`src/rtl/gpio_irq_pkg.sv`:
```
package gpio_irq_pkg;

    localparam int unsigned ADDR_W = 12;
    localparam int unsigned DATA_W = 32;

    // register field codes in address bits 7:4
    localparam logic [3:0] FLD_STATUS = 4'h4;
    localparam logic [3:0] FLD_ENABLE = 4'h5;
    localparam logic [3:0] FLD_TYPE   = 4'h6;
    localparam logic [3:0] FLD_CLEAR  = 4'h7;

    typedef enum logic [2:0] {
        RK_NONE,
        RK_STATUS,
        RK_ENABLE,
        RK_TYPE,
        RK_CLEAR
    } reg_kind_e;

    typedef struct packed {
        logic      masked;
        reg_kind_e kind;
    } bus_op_t;

endpackage

```
`src/rtl/gpio_irq_decode.sv`:
```
module gpio_irq_decode
    import gpio_irq_pkg::*;
#(
    parameter int unsigned PORTS = 4
) (
    input  logic [ADDR_W-1:0] addr,
    output bus_op_t           op,
    output logic [PORTS-1:0]  port_sel
);

    logic [3:0] fld;
    logic [1:0] pfield;
    logic       shape_ok;

    assign fld      = addr[7:4];
    assign pfield   = addr[3:2];
    assign shape_ok = (addr[1:0] == 2'b00) && (addr[10:8] == 3'b000);

    always_comb begin
        op.masked = addr[11];
        op.kind   = RK_NONE;
        if (shape_ok) begin
            unique case (fld)
                FLD_STATUS: op.kind = RK_STATUS;
                FLD_ENABLE: op.kind = RK_ENABLE;
                FLD_TYPE:   op.kind = RK_TYPE;
                FLD_CLEAR:  op.kind = addr[11] ? RK_NONE : RK_CLEAR;
                default:    op.kind = RK_NONE;
            endcase
        end
    end

    for (genvar p = 0; p < PORTS; p++) begin : g_sel
        assign port_sel[p] = (op.kind != RK_NONE) && (pfield == 2'(p));
    end

endmodule

```
`src/rtl/gpio_irq_port.sv`:
```
module gpio_irq_port
    import gpio_irq_pkg::*;
#(
    parameter int unsigned PINS = 8
) (
    input  logic              clk,
    input  logic              rst_n,
    input  logic              we,
    input  bus_op_t           op,
    input  logic [DATA_W-1:0] wdata,
    input  logic [PINS-1:0]   pins,
    output logic [PINS-1:0]   sta,
    output logic [PINS-1:0]   en,
    output logic [3*PINS-1:0] typ,
    output logic              irq
);

    localparam int unsigned TYP_W   = 3*PINS;
    localparam int unsigned SEL_LSB = DATA_W - PINS;

    typedef struct packed {
        logic [PINS-1:0]  sta;
        logic [PINS-1:0]  en;
        logic [PINS-1:0]  prev;
        logic [PINS-1:0]  hist_ok;
        logic [TYP_W-1:0] typ;
        logic             live;
    } pstate_t;

    pstate_t cur_q, nxt_d;

    logic [PINS-1:0] pol, edge_mode, both;
    logic [PINS-1:0] rise, fall, sel_edge, hit, match;
    logic [PINS-1:0] typ_wr_pin, clr_bits, sw_sel, kept;
    logic            is_typ, is_en, is_clr, is_sta_m;

    assign pol       = cur_q.typ[0 +: PINS];
    assign edge_mode = cur_q.typ[PINS +: PINS];
    assign both      = cur_q.typ[2*PINS +: PINS];

    assign is_typ   = we && (op.kind == RK_TYPE);
    assign is_en    = we && (op.kind == RK_ENABLE);
    assign is_clr   = we && (op.kind == RK_CLEAR);
    assign is_sta_m = we && (op.kind == RK_STATUS) && op.masked;

    always_comb begin
        rise     = pins & ~cur_q.prev;
        fall     = ~pins & cur_q.prev;
        sel_edge = (both & (rise | fall)) | (~both & pol & rise) | (~both & ~pol & fall);
        match    = (pol & pins) | (~pol & ~pins);

        typ_wr_pin = '0;
        if (is_typ) typ_wr_pin = op.masked ? wdata[SEL_LSB +: PINS] : '1;

        hit      = sel_edge & edge_mode & cur_q.hist_ok & ~typ_wr_pin;
        clr_bits = is_clr ? wdata[PINS-1:0] : '0;
        sw_sel   = is_sta_m ? wdata[PINS +: PINS] : '0;
        kept     = ((cur_q.sta & ~sw_sel) | (wdata[PINS-1:0] & sw_sel)) & ~clr_bits;
    end

    always_comb begin
        nxt_d         = cur_q;
        nxt_d.live    = 1'b1;
        nxt_d.prev    = pins;
        nxt_d.hist_ok = ~typ_wr_pin;

        if (is_en) begin
            if (op.masked)
                nxt_d.en = (cur_q.en & ~wdata[PINS +: PINS]) | (wdata[PINS-1:0] & wdata[PINS +: PINS]);
            else
                nxt_d.en = wdata[PINS-1:0];
        end

        for (int n = 0; n < PINS; n++) begin
            if (typ_wr_pin[n]) begin
                nxt_d.typ[n]        = wdata[n];
                nxt_d.typ[PINS+n]   = wdata[PINS+n];
                nxt_d.typ[2*PINS+n] = wdata[2*PINS+n];
            end
        end

        nxt_d.sta = ((edge_mode & (kept | hit)) | (~edge_mode & match)) & ~typ_wr_pin;
    end

    always_ff @(posedge clk or negedge rst_n) begin
        if (!rst_n) cur_q <= '0;
        else        cur_q <= nxt_d;
    end

    assign sta = cur_q.sta;
    assign en  = cur_q.en;
    assign typ = cur_q.typ;
    assign irq = |(cur_q.sta & cur_q.en);

    logic [PINS-1:0] clr_eff;
    assign clr_eff = clr_bits & edge_mode & ~hit;

    AST_CLEAR_DROPS: assert property (@(posedge clk) disable iff (!rst_n)
        (|clr_eff) |=> ((cur_q.sta & $past(clr_eff)) == '0));
    AST_EDGE_KEPT: assert property (@(posedge clk) disable iff (!rst_n)
        (|hit) |=> ((cur_q.sta & $past(hit)) == $past(hit)));
    AST_LEVEL_TRACK: assert property (@(posedge clk) disable iff (!rst_n)
        cur_q.live |-> (((cur_q.sta ^ $past(match)) & $past(~edge_mode & ~typ_wr_pin)) == '0));
    AST_EN_MASK_KEEP: assert property (@(posedge clk) disable iff (!rst_n)
        (is_en && op.masked) |=> (((cur_q.en ^ $past(cur_q.en)) & ~$past(wdata[PINS +: PINS])) == '0));
    AST_TYPE_WR_QUIET: assert property (@(posedge clk) disable iff (!rst_n)
        (|typ_wr_pin) |=> ((cur_q.sta & $past(typ_wr_pin)) == '0));

endmodule

```
`src/rtl/gpio_irq_bank.sv`:
```
module gpio_irq_bank
    import gpio_irq_pkg::*;
#(
    parameter int unsigned PORTS = 4,
    parameter int unsigned PINS  = 8
) (
    input  logic                  clk,
    input  logic                  rst_n,
    input  logic                  bus_we,
    input  logic [ADDR_W-1:0]     bus_addr,
    input  logic [DATA_W-1:0]     bus_wdata,
    output logic [DATA_W-1:0]     bus_rdata,
    input  logic [PORTS*PINS-1:0] pins_in,
    output logic [PORTS-1:0]      port_irq,
    output logic                  bank_irq
);

    localparam int unsigned TYP_W = 3*PINS;

    bus_op_t          op;
    logic [PORTS-1:0] port_sel;
    logic [PINS-1:0]  sta_a [PORTS];
    logic [PINS-1:0]  en_a  [PORTS];
    logic [TYP_W-1:0] typ_a [PORTS];

    gpio_irq_decode #(.PORTS(PORTS)) u_dec (
        .addr     (bus_addr),
        .op       (op),
        .port_sel (port_sel)
    );

    for (genvar p = 0; p < PORTS; p++) begin : g_port
        gpio_irq_port #(.PINS(PINS)) u_port (
            .clk   (clk),
            .rst_n (rst_n),
            .we    (bus_we && port_sel[p]),
            .op    (op),
            .wdata (bus_wdata),
            .pins  (pins_in[p*PINS +: PINS]),
            .sta   (sta_a[p]),
            .en    (en_a[p]),
            .typ   (typ_a[p]),
            .irq   (port_irq[p])
        );
    end

    always_comb begin
        bus_rdata = '0;
        for (int p = 0; p < PORTS; p++) begin
            if (port_sel[p]) begin
                case (op.kind)
                    RK_STATUS: bus_rdata[PINS-1:0]  = sta_a[p];
                    RK_ENABLE: bus_rdata[PINS-1:0]  = en_a[p];
                    RK_TYPE:   bus_rdata[TYP_W-1:0] = typ_a[p];
                    default:   bus_rdata = '0;
                endcase
            end
        end
    end

    assign bank_irq = |port_irq;

    AST_RESET_QUIET: assert property (@(posedge clk)
        !rst_n |-> (port_irq == '0 && !bank_irq));

endmodule

```
`config.mk`:
```
export PLATFORM = sky130hd
export DESIGN_NAME = gpio_irq_bank
export DESIGN_NICKNAME = d
export VERILOG_FILES = /design/src/rtl/gpio_irq_pkg.sv /design/src/rtl/gpio_irq_decode.sv /design/src/rtl/gpio_irq_port.sv /design/src/rtl/gpio_irq_bank.sv
export SDC_FILE = /design/constraint.sdc
export NUM_CORES = 1
export LEC_CHECK = 0
export ABC_CLOCK_PERIOD_IN_PS = 17500
export BUFFER_PORTS_ARGS = -buffer_cell sky130_fd_sc_hd__buf_2
export CORE_MARGIN = 2
export CORE_UTILIZATION = 45
export CTS_BUF_LIST = sky130_fd_sc_hd__clkbuf_4
export DETAILED_ROUTE_END_ITERATION = 8
export HOLD_SLACK_MARGIN = 0.08
export SLEW_MARGIN = 20
export SYNTH_ARGS = -nofsm -noshare
export SYNTH_HDL_FRONTEND = slang
export SYNTH_HIERARCHICAL = 1
export SYNTH_SLANG_ARGS = --single-unit
```
`constraint.sdc`:
```
create_clock -name clk -period 17.5 [get_ports clk]
set_clock_uncertainty 0.1 [all_clocks]
set_input_delay 4.375 -clock clk [delete_from_list [all_inputs] [get_ports clk]]
set_output_delay 4.375 -clock clk [all_outputs]
set_load 0.05 [all_outputs]
```
==> impl_metrics.tcl, run 1 <==
set metrics [dict create \
    status "finished, final reports clean" \
    start_util 0.4594 \
    clockBufferDepth 3 \
    syn-cell-area_um2 14570 \
    globalplace.congestion 0.9248 \
    synth_seq_area_share 0.3847 \
    dp.cells 1710 \
    tritoncts "built" \
    clock_latency_ns 0.68 \
    final_cells 1825 \
    p_leak_nw 6.957 \
    hold_slack_ns 0.4378 \
    portBuffers 107 \
    clock_sinks 224 \
    final_max_slew_viol_count 0 \
    fillerInstances 3029 \
    yosys.area.top_type "dfrtp_1" \
    drt-vias-per-instance 5.776 \
    synthCells 1387 \
    finalSetupViolCount 0 \
    numCtsBuffers 68 \
    switching_share 0.2649 \
    cp_data_arrival_time_ns 8.29 \
    p_clk_frac 0.450 \
    fmax_ghz 0.07836 \
    grt_max_degree 121 \
    wirelength_um 39170 \
    synthDistinctLibCells 64 \
    synthArstFlopShare 1.000 \
    die_w_um 183.9 \
    routed-via-count 10540 \
    hold_violations 0 \
    nNetsFinal 1521 \
    maxCapViolations 0 \
    yosysTopAreaCellShare 0.3847 \
    cts_htree_levels 3 \
    final_common_cell "dfrtp_1" \
    core_area_um2 31720 \
    synth-main-ff-cell "dfrtp_1" \
    grt.total_usage 0.2357 \
    final_cell_mix "dfrtp_1 (224), inv_1 (137), mux2_2 (135)" \
    ys.warnings.count 6 \
    cp_max_fo 57 \
    crit_type "input port to output pin" \
    grt_pass1_wl_um 60570 \
    internal-power_mw 0.8220 \
    total_switching_power_mw 0.2963 \
    worstMarginPinSlew_ns 0.9663 \
    avgRoutedWirePerCell_um 21.46 \
    ir_drop_v 0.00004836 \
    ios 116 \
    drt-initial-drc-count 886 \
    min_period_ns 12.76 \
    drc_errors 0 \
    overflow 0 \
    fp-row-count 65 \
    period_share 0.7292 \
    pwr-share-comb 0.074 \
    syn_to_final_growth_pct 3.529 \
    synth_edf_count 0 \
    endpoint_kind "output pin" \
    ys_ff_latch 224 \
    hold_class "flop to flop" \
    dr.pass1.iters 6 \
    die-area_um2 33840 \
    cp_data_required_time_ns 13.03 \
    cts.reportedPaths.clkPinSlew_ns 0.06 \
    rsz0062_at_grt "no" \
    hpwlAfterDp_um 25910 \
    postCtsSetupBuffers 0 \
    drive_gt1_frac 0.2961 \
    hold_buffers 0 \
    root_buffer "clkbuf_4" \
    synth_area_per_cell_um2 10.51 \
    antenna_found_initial 1 \
    layout.area.seq_um2 5605 \
    slew_headroom 0.3558 \
    startpoint_type "input port" \
    cts_resized 0 \
    tns_ns 0 \
    power.share.sequential 0.476 \
    ant_nets 0 \
    synth_area_leaders "dfrtp_1 (38%), mux2_2 (10%), buf_4 (9.2%)" \
    multi_input_area_um2 6997 \
    p_per_area_nw_per_um2 74.13 \
    dieHeight_um 183.9 \
    grt_pass1_vias 10250 \
]
==> power groups by stage <==
stage,Clock [mW],Sequential [mW],Combinational (mW)
global placement,0,0.541,0.0814
finish,0.503,0.532,0.0828
CTS,0.521,0.532,0.0838
detailed placement,0,0.541,0.0831
floorplan,0,0.539,0.0477
global route,0.547,0.532,0.0934
==> kinds of logic (layout without fill, tap and decap cells) <==
kind of cell	Yosys count	in the layout	share of synthesized area
xor+xnor	33	33	0.01984
simple gates	259	259	0.1097
buf+inv	343	371	0.1382
mux	173	173	0.1309
other cells	1	9	0.0002574
flops	224	224	0.3847
compound gates	290	290	0.1615
fa+ha+maj	64	64	0.05495
==> final cells by class <==
class                           count  area share
Antenna cell                        1   0.0001659
Clock buffer                       91     0.04528
Clock inverter                     23    0.009206
Inverter                          138     0.03434
Multi-Input combinational cell    827      0.4638
Sequential cell                   224      0.3716
Tap cell                          402     0.03334
Timing Repair Buffer              119     0.04230
==> Yosys cell counts (all sizes together) (33+ instances only) <==
| cell | n |
|---|---|
| nand3 | 58 |
| mux2 | 140 |
| inv | 138 |
| a21oi | 40 |
| mux2i | 33 |
| a22oi | 38 |
| nor2b | 33 |
| dfrtp | 224 |
| nand2 | 69 |
| buf | 196 |
| a211oi | 39 |
| ha | 64 |
| o21ai | 53 |
==> stage by stage <==
step,power (mW),utilization,area (µm²),setup WS (ns)
after global placement,0.6226,0.4496,14260,4.873
after floorplan,0.5867,-,14600,4.363
after detailed placement,0.6245,0.4496,14260,4.816
final,1.118,0.4756,15090,4.739
after global routing,1.173,0.4756,15090,4.612
after CTS,1.137,0.4755,15080,4.807
==> critical path, stage by stage <==
cell      delay [ns]
buf_2           0.09
or4b_4          0.62
nor3_2          0.19
buf_4           0.57
nand3b_1        0.54
buf_4           0.40
nor2_2          0.63
buf_4           0.36
a221o_1         0.19
buf_2           0.26
==> routing by layer <==
layer	vias to the layer above	global-route usage	part of all wire
met2	424	0.3549	0.45
met1	5240	0.3315	0.45
li1	4797	-	-
met4	0	0.09568	0.034
met3	81	0.04715	0.075
met5	-	0	0
==> final timing paths <==
kind,from,to,slack (ns),depth (start not counted)
setup / recovery,bus_addr[8],bus_rdata[12],4.74,10
hold / removal,flop,flop,0.44,1
setup reg to reg,g_port[0].u_port/cur_q[36]$_DFF_PN0_,g_port[0].u_port/sta[3]$_DFF_PN0_,16.00,6
hold reg to reg,flop,flop,0.44,1
max in group asynchronous,rst_n,g_port[3].u_port/cur_q[32]$_DFF_PN0_,12.16,2
min in group asynchronous,rst_n,g_port[3].u_port/cur_q[29]$_DFF_PN0_,3.69,1
Power figures use the tool's default switching activity.
==> run 2, diff against run 1 <==
Settings changed: ABC_CLOCK_PERIOD_IN_PS 17500 to 10800, PLACE_DENSITY from default to 0.65.
Clock period 17.5 ns to 10.8 ns, I/O delays scaled along.
==> run 2 against run 1 <==
Against the previous run: worst setup slack got worse by 2.9 ns; largest cell class unchanged; worst hold slack got worse by 0.0033 ns; die area unchanged; register-to-register slack got worse by 6.8 ns; final cell count increased by 0.11%; critical endpoint is now bus_rdata[0]; non-clock buffer count up 1.
==> impl_metrics.tcl, run 2 (same netlist as run 1, synthesis figures left out) <==
set metrics [dict create \
    r2r-end "g_port[0].u_port/sta[3]$_DFF_PN0_" \
    status "finished, final reports clean" \
    final_common_cell "dfrtp_1" \
    grt.total_usage 0.2305 \
    min_path_cells 1 \
    antenna_found_initial 1 \
    drc_errors 0 \
    grt_max_degree 106 \
    p_per_area_nw_per_um2 120.8 \
    grt_pass1_wl_um 59970 \
    hold_violations 0 \
    rsz0062_at_grt "no" \
    p_leak_nw 6.982 \
    portBuffers 107 \
    ff2ff_setup_slack_ns 9.23 \
    cp_max_fo 56 \
    hold_buffers 0 \
    cts_resized 0 \
    drt-initial-drc-count 867 \
    cts.reportedPaths.clkPinSlew_ns 0.06 \
    dp_slack_ns 1.980 \
    die-area_um2 33840 \
    crit_path_start "bus_addr[1]" \
    reg2reg_depth 4 \
    wirelength_um 38760 \
    worstMarginPinSlew_ns 0.9127 \
    maxCapViolations 0 \
    endpoint_kind "output pin" \
    hpwlAfterDp_um 26150 \
    routed-via-count 10720 \
    core_area_um2 31720 \
    avgRoutedWirePerCell_um 21.21 \
    r2r-start "g_port[0].u_port/typ[3]$_DFFE_PN0N_" \
    final_max_slew_viol_count 0 \
    ant_nets 0 \
    slew_headroom 0.3916 \
    ios 116 \
    fp-row-count 65 \
    clock_latency_ns 0.68 \
    tritoncts "built" \
    globalplace.congestion 0.9882 \
    clock_sinks 224 \
    multi_input_area_um2 7002 \
    tns_ns 0 \
    min_period_ns 8.954 \
    drive_gt1_frac 0.3006 \
    finalSetupViolCount 0 \
    start_util 0.4594 \
    grt_pass1_vias 10380 \
    crit_type "input port to output pin" \
    postCtsSetupBuffers 0 \
    dieHeight_um 183.9 \
    ir_drop_v 0.00007237 \
    worst_slack_ns 1.846 \
    nNetsFinal 1520 \
    drt-vias-per-instance 5.869 \
    cp_data_arrival_time_ns 6.15 \
    fillerInstances 2997 \
    syn_to_final_growth_pct 3.770 \
    numCtsBuffers 66 \
    startpoint_type "input port" \
    die_w_um 183.9 \
    cts_htree_levels 3 \
    hold_class "flop to flop" \
    overflow 0 \
    final_cell_mix "dfrtp_1 (224), inv_1 (137), mux2_2 (135)" \
    dr.pass1.iters 6 \
    cp_data_required_time_ns 8.00 \
    period_share 0.8291 \
    fmax_ghz 0.1117 \
    root_buffer "clkbuf_4" \
    clockBufferDepth 3 \
    layout.area.seq_um2 5605 \
]
run 2: cell types whose count changed in the layout (fill, tap and decap cells not counted), sizes merged:
cell,previous run,this run
inv,141,142
clkbuf,91,96
buf,119,120
clkinv,18,13
run 2: layer usage:
metal | track usage | routed length, µm | share of wire
met4 | 0.07648 | 1110 | 0.029
met5 | 0 | 0 | 0
met1 | 0.3242 | 17220 | 0.44
met3 | 0.05468 | 3041 | 0.078
met2 | 0.3487 | 17390 | 0.45
run 2: how the worst max path moves through the flow:
stage	end	slack, ns	cells past startpoint
2_1_floorplan	bus_rdata[6]	1.01	7
3_3_place_gp	bus_rdata[4]	2.04	10
3_5_place_dp	bus_rdata[2]	1.98	10
4_1_cts	bus_rdata[2]	1.97	10
5_1_grt	bus_rdata[0]	1.77	10
6_report	bus_rdata[0]	1.85	10
run 2: cell type report:
cell class                      count  area share
Multi-Input combinational cell    827      0.4631
Inverter                          138     0.03426
Clock buffer                       96     0.04766
Clock inverter                     19    0.008192
Tap cell                          402     0.03326
Timing Repair Buffer              120     0.04270
Antenna cell                        1   0.0001655
Sequential cell                   224      0.3707
run 2: worst max-delay path, stage by stage:
cell and delay (ns):
buf_2 0.09, or3_1 0.58, nor3_2 0.30, buf_4 0.57, nor2b_1 0.21, buf_4 0.19
nor3b_2 0.54, a22oi_1 0.20, a211oi_2 0.39, buf_2 0.34
run 2: report_power, final:
group,internal [mW],switching [mW]
registers,0.851,0.0108
logic,0.0440,0.0913
clock network,0.455,0.374
run 2: per-stage QoR:
step           power, mW  cells  hold slack (ns)  cell area [µm²]    util
2_1_floorplan     0.9506   1394           0.4040            14600       -
5_1_grt            1.911   1827           0.4603            15120  0.4767
3_5_place_dp       1.012   1711           0.4214            14270  0.4500
4_1_cts            1.848   1826           0.4348            15120  0.4766
3_3_place_gp       1.008   1711           0.4162            14270  0.4500
6_report           1.826   1827           0.4345            15120  0.4767
==> run 3, diff against run 2 <==
Settings changed: ABC_AREA from default to 1, ABC_CLOCK_PERIOD_IN_PS 10800 to 8550, PLACE_DENSITY 0.65 to default.
Clock period 10.8 ns to 8.55 ns, I/O delays scaled along.
==> run 3 against run 2 <==
Against the previous run: critical path depth grew 5; utilization shrank 0.45 points; die area grew 8.1%; global-route usage grew 3.1 points; sequential cell count is the same; synthesized cell count grew 55%.
==> impl_metrics.tcl, run 3 <==
set metrics [dict create \
    status "finished, final reports clean" \
    p_leak_nw 9.044 \
    endpoint_kind "output pin" \
    crit_type "input port to output pin" \
    clock_latency_ns 0.71 \
    drc_errors 0 \
    hold_violations 0 \
    hold_class "flop to flop" \
    r2r-start "g_port[0].u_port/cur_q[39]$_DFF_PN0_" \
    switching_share 0.2773 \
    synth_seq_area_share 0.3553 \
    cts_resized 0 \
    ys.warnings.count 6 \
    p_per_area_nw_per_um2 146.2 \
    final_common_cell "nand2_1" \
    globalplace.congestion 0.9098 \
    drt-vias-per-instance 5.219 \
    postCtsSetupBuffers 0 \
    cp_max_fo 43 \
    overflow 0 \
    cp_data_required_time_ns 6.31 \
    dr.pass1.iters 5 \
    cp_data_arrival_time_ns 5.07 \
    p_clk_frac 0.450 \
    period_share 0.8553 \
    drive_gt1_frac 0.1925 \
    grt.total_usage 0.2612 \
    fp-row-count 68 \
    yosys.area.top_type "dfrtp_1" \
    power.share.sequential 0.457 \
    synthDistinctLibCells 36 \
    top_usage_layer "met2" \
    final_max_slew_viol_count 0 \
    die_w_um 191.2 \
    yosysTopAreaCellShare 0.3553 \
    clock_sinks 224 \
    synth_area_per_cell_um2 7.348 \
    use_met3 0.04351 \
    synth_area_leaders "dfrtp_1 (36%), nand2_1 (14%), buf_4 (8.2%)" \
    cts.reportedPaths.clkPinSlew_ns 0.05 \
    hpwlAfterDp_um 33150 \
    timing.critical_path.mode_cell "nand2_1" \
    wirelength_um 46730 \
    ys_ff_latch 224 \
    drt-initial-drc-count 1220 \
    worstMarginPinSlew_ns 0.9758 \
    ios 116 \
    gr-usage-met2 0.4050 \
    clockBufferDepth 3 \
    grt_pass1_vias 13060 \
    max_stage_delay_ns 0.51 \
    tns_ns 0 \
    crit_path_start "bus_addr[11]" \
    grt_pass1_wl_um 72820 \
    ir_drop_v 0.00007408 \
    slew_headroom 0.3487 \
    final_cell_mix "nand2_1 (588), inv_1 (271), dfrtp_1 (224)" \
    tritoncts "built" \
    finalSetupViolCount 0 \
    ant_nets 0 \
    pwr-share-comb 0.093 \
    use_met1 0.3560 \
    fmax_ghz 0.1368 \
    start_util 0.4567 \
    dieHeight_um 191.2 \
    antenna_found_initial 1 \
    crit_chain "buf_2 > inv_1 > nand3_1 > nor2_1 > nand2_1 > inv_1 > inv_2 > nand2_4 > nor2_8 > buf_12 > a22oi_1 > nand2_1 > nand3_1 > nand2_1 > buf_2" \
    final_cells 2628 \
    synthArstFlopShare 1.000 \
    avgRoutedWirePerCell_um 17.78 \
    root_buffer "clkbuf_4" \
    die-area_um2 36570 \
    syn-cell-area_um2 15780 \
    dp.cells 2514 \
    crit_buf_inv 6 \
    core_area_um2 34540 \
    slowest_stage "nor2_8" \
    synth_commonest_cells "nand2_1 (588), inv_1 (272), dfrtp_1 (224)" \
    rsz0062_at_grt "no" \
    synth-main-ff-cell "dfrtp_1" \
    synthCells 2147 \
    portBuffers 107 \
    maxCapViolations 0 \
    synth_edf_count 0 \
    min_period_ns 7.313 \
    cp_top_family "buffers and inverters" \
    total_switching_power_mw 0.6611 \
    numCtsBuffers 68 \
    startpoint_type "input port" \
    hold_buffers 0 \
    nNetsFinal 2272 \
    grt_max_degree 126 \
    routed-via-count 13720 \
    internal-power_mw 1.723 \
    syn_to_final_growth_pct 3.403 \
    cts_htree_levels 3 \
    synth_most_common_cell "nand2_1" \
]
run 3: power groups by stage:
stage / sequential (mW) / clock [mW] / combinational, mW
after floorplan: 1.10 / 0 / 0.130
after global placement: 1.11 / 0 / 0.216
after detailed placement: 1.11 / 0 / 0.221
after CTS: 1.09 / 1.10 / 0.222
after global routing: 1.09 / 1.16 / 0.249
final: 1.09 / 1.07 / 0.221
run 3: metal layers:
layer  part of all wire  wire length, µm
met1               0.44            20500
met2               0.44            20760
met3              0.075             3524
met4              0.042             1949
met5                  0                0
run 3: worst reg2reg max path, cell delays in order (launching register included):
cell and delay, ns:
dfrtp_1 0.38, ha_1 0.27, a21boi_0 0.17, nand2_1 0.09, nor2_1 0.10, nor2_1 0.05, a21oi_1 0.18
run 3: cell type report:
type                    instances  area (µm²)
clock inverters                14       106.4
well taps                     455       569.3
repair buffers                119       660.6
fillers                      3496       18230
inverters                     328        1234
clock buffers                  98       735.7
diodes                          2       5.005
flip-flops and latches        224        5605
multi-input cells            1388        7396
run 3: cell families after synthesis:
group                    after synthesis  share of synthesized area
buffers and inverters                542                     0.1775
other                                  1                  0.0002377
adder cells (fa/ha/maj)               64                    0.05076
AO/OA/AOI/OAI                        291                     0.1071
multiplexers                           2                   0.001269
AND/OR/NAND/NOR                     1023                     0.3078
flip-flops                           224                     0.3553
run 3: metrics by stage:
| step | cell area [µm²] | hold slack, ns | power [mW] | worst slack [ns] | util |
|---|---|---|---|---|---|
| global route | 16310 | 0.4446 | 2.500 | 1.054 | 0.4722 |
| floorplan | 15800 | 0.3808 | 1.234 | 2.150 | - |
| CTS | 16310 | 0.4271 | 2.411 | 1.310 | 0.4721 |
| finish | 16310 | 0.4305 | 2.384 | 1.238 | 0.4722 |
| detailed placement | 15460 | 0.4154 | 1.330 | 1.319 | 0.4477 |
| global placement | 15460 | 0.4117 | 1.325 | 1.323 | 0.4477 |
run 3: worst paths after layout:
kind                            depth (start not counted)                                   end  slack (ns)
worst max-delay path                                   15                          bus_rdata[1]        1.24
worst min-delay path                                    1                                  flop        0.43
worst max register to register                          6     g_port[0].u_port/sta[6]$_DFF_PN0_        7.12
worst min register to register                          1                                  flop        0.43
max in group asynchronous                               2  g_port[3].u_port/typ[14]$_DFFE_PN0N_        5.79
min in group asynchronous                               1   g_port[1].u_port/typ[0]$_DFFE_PN0N_        1.34
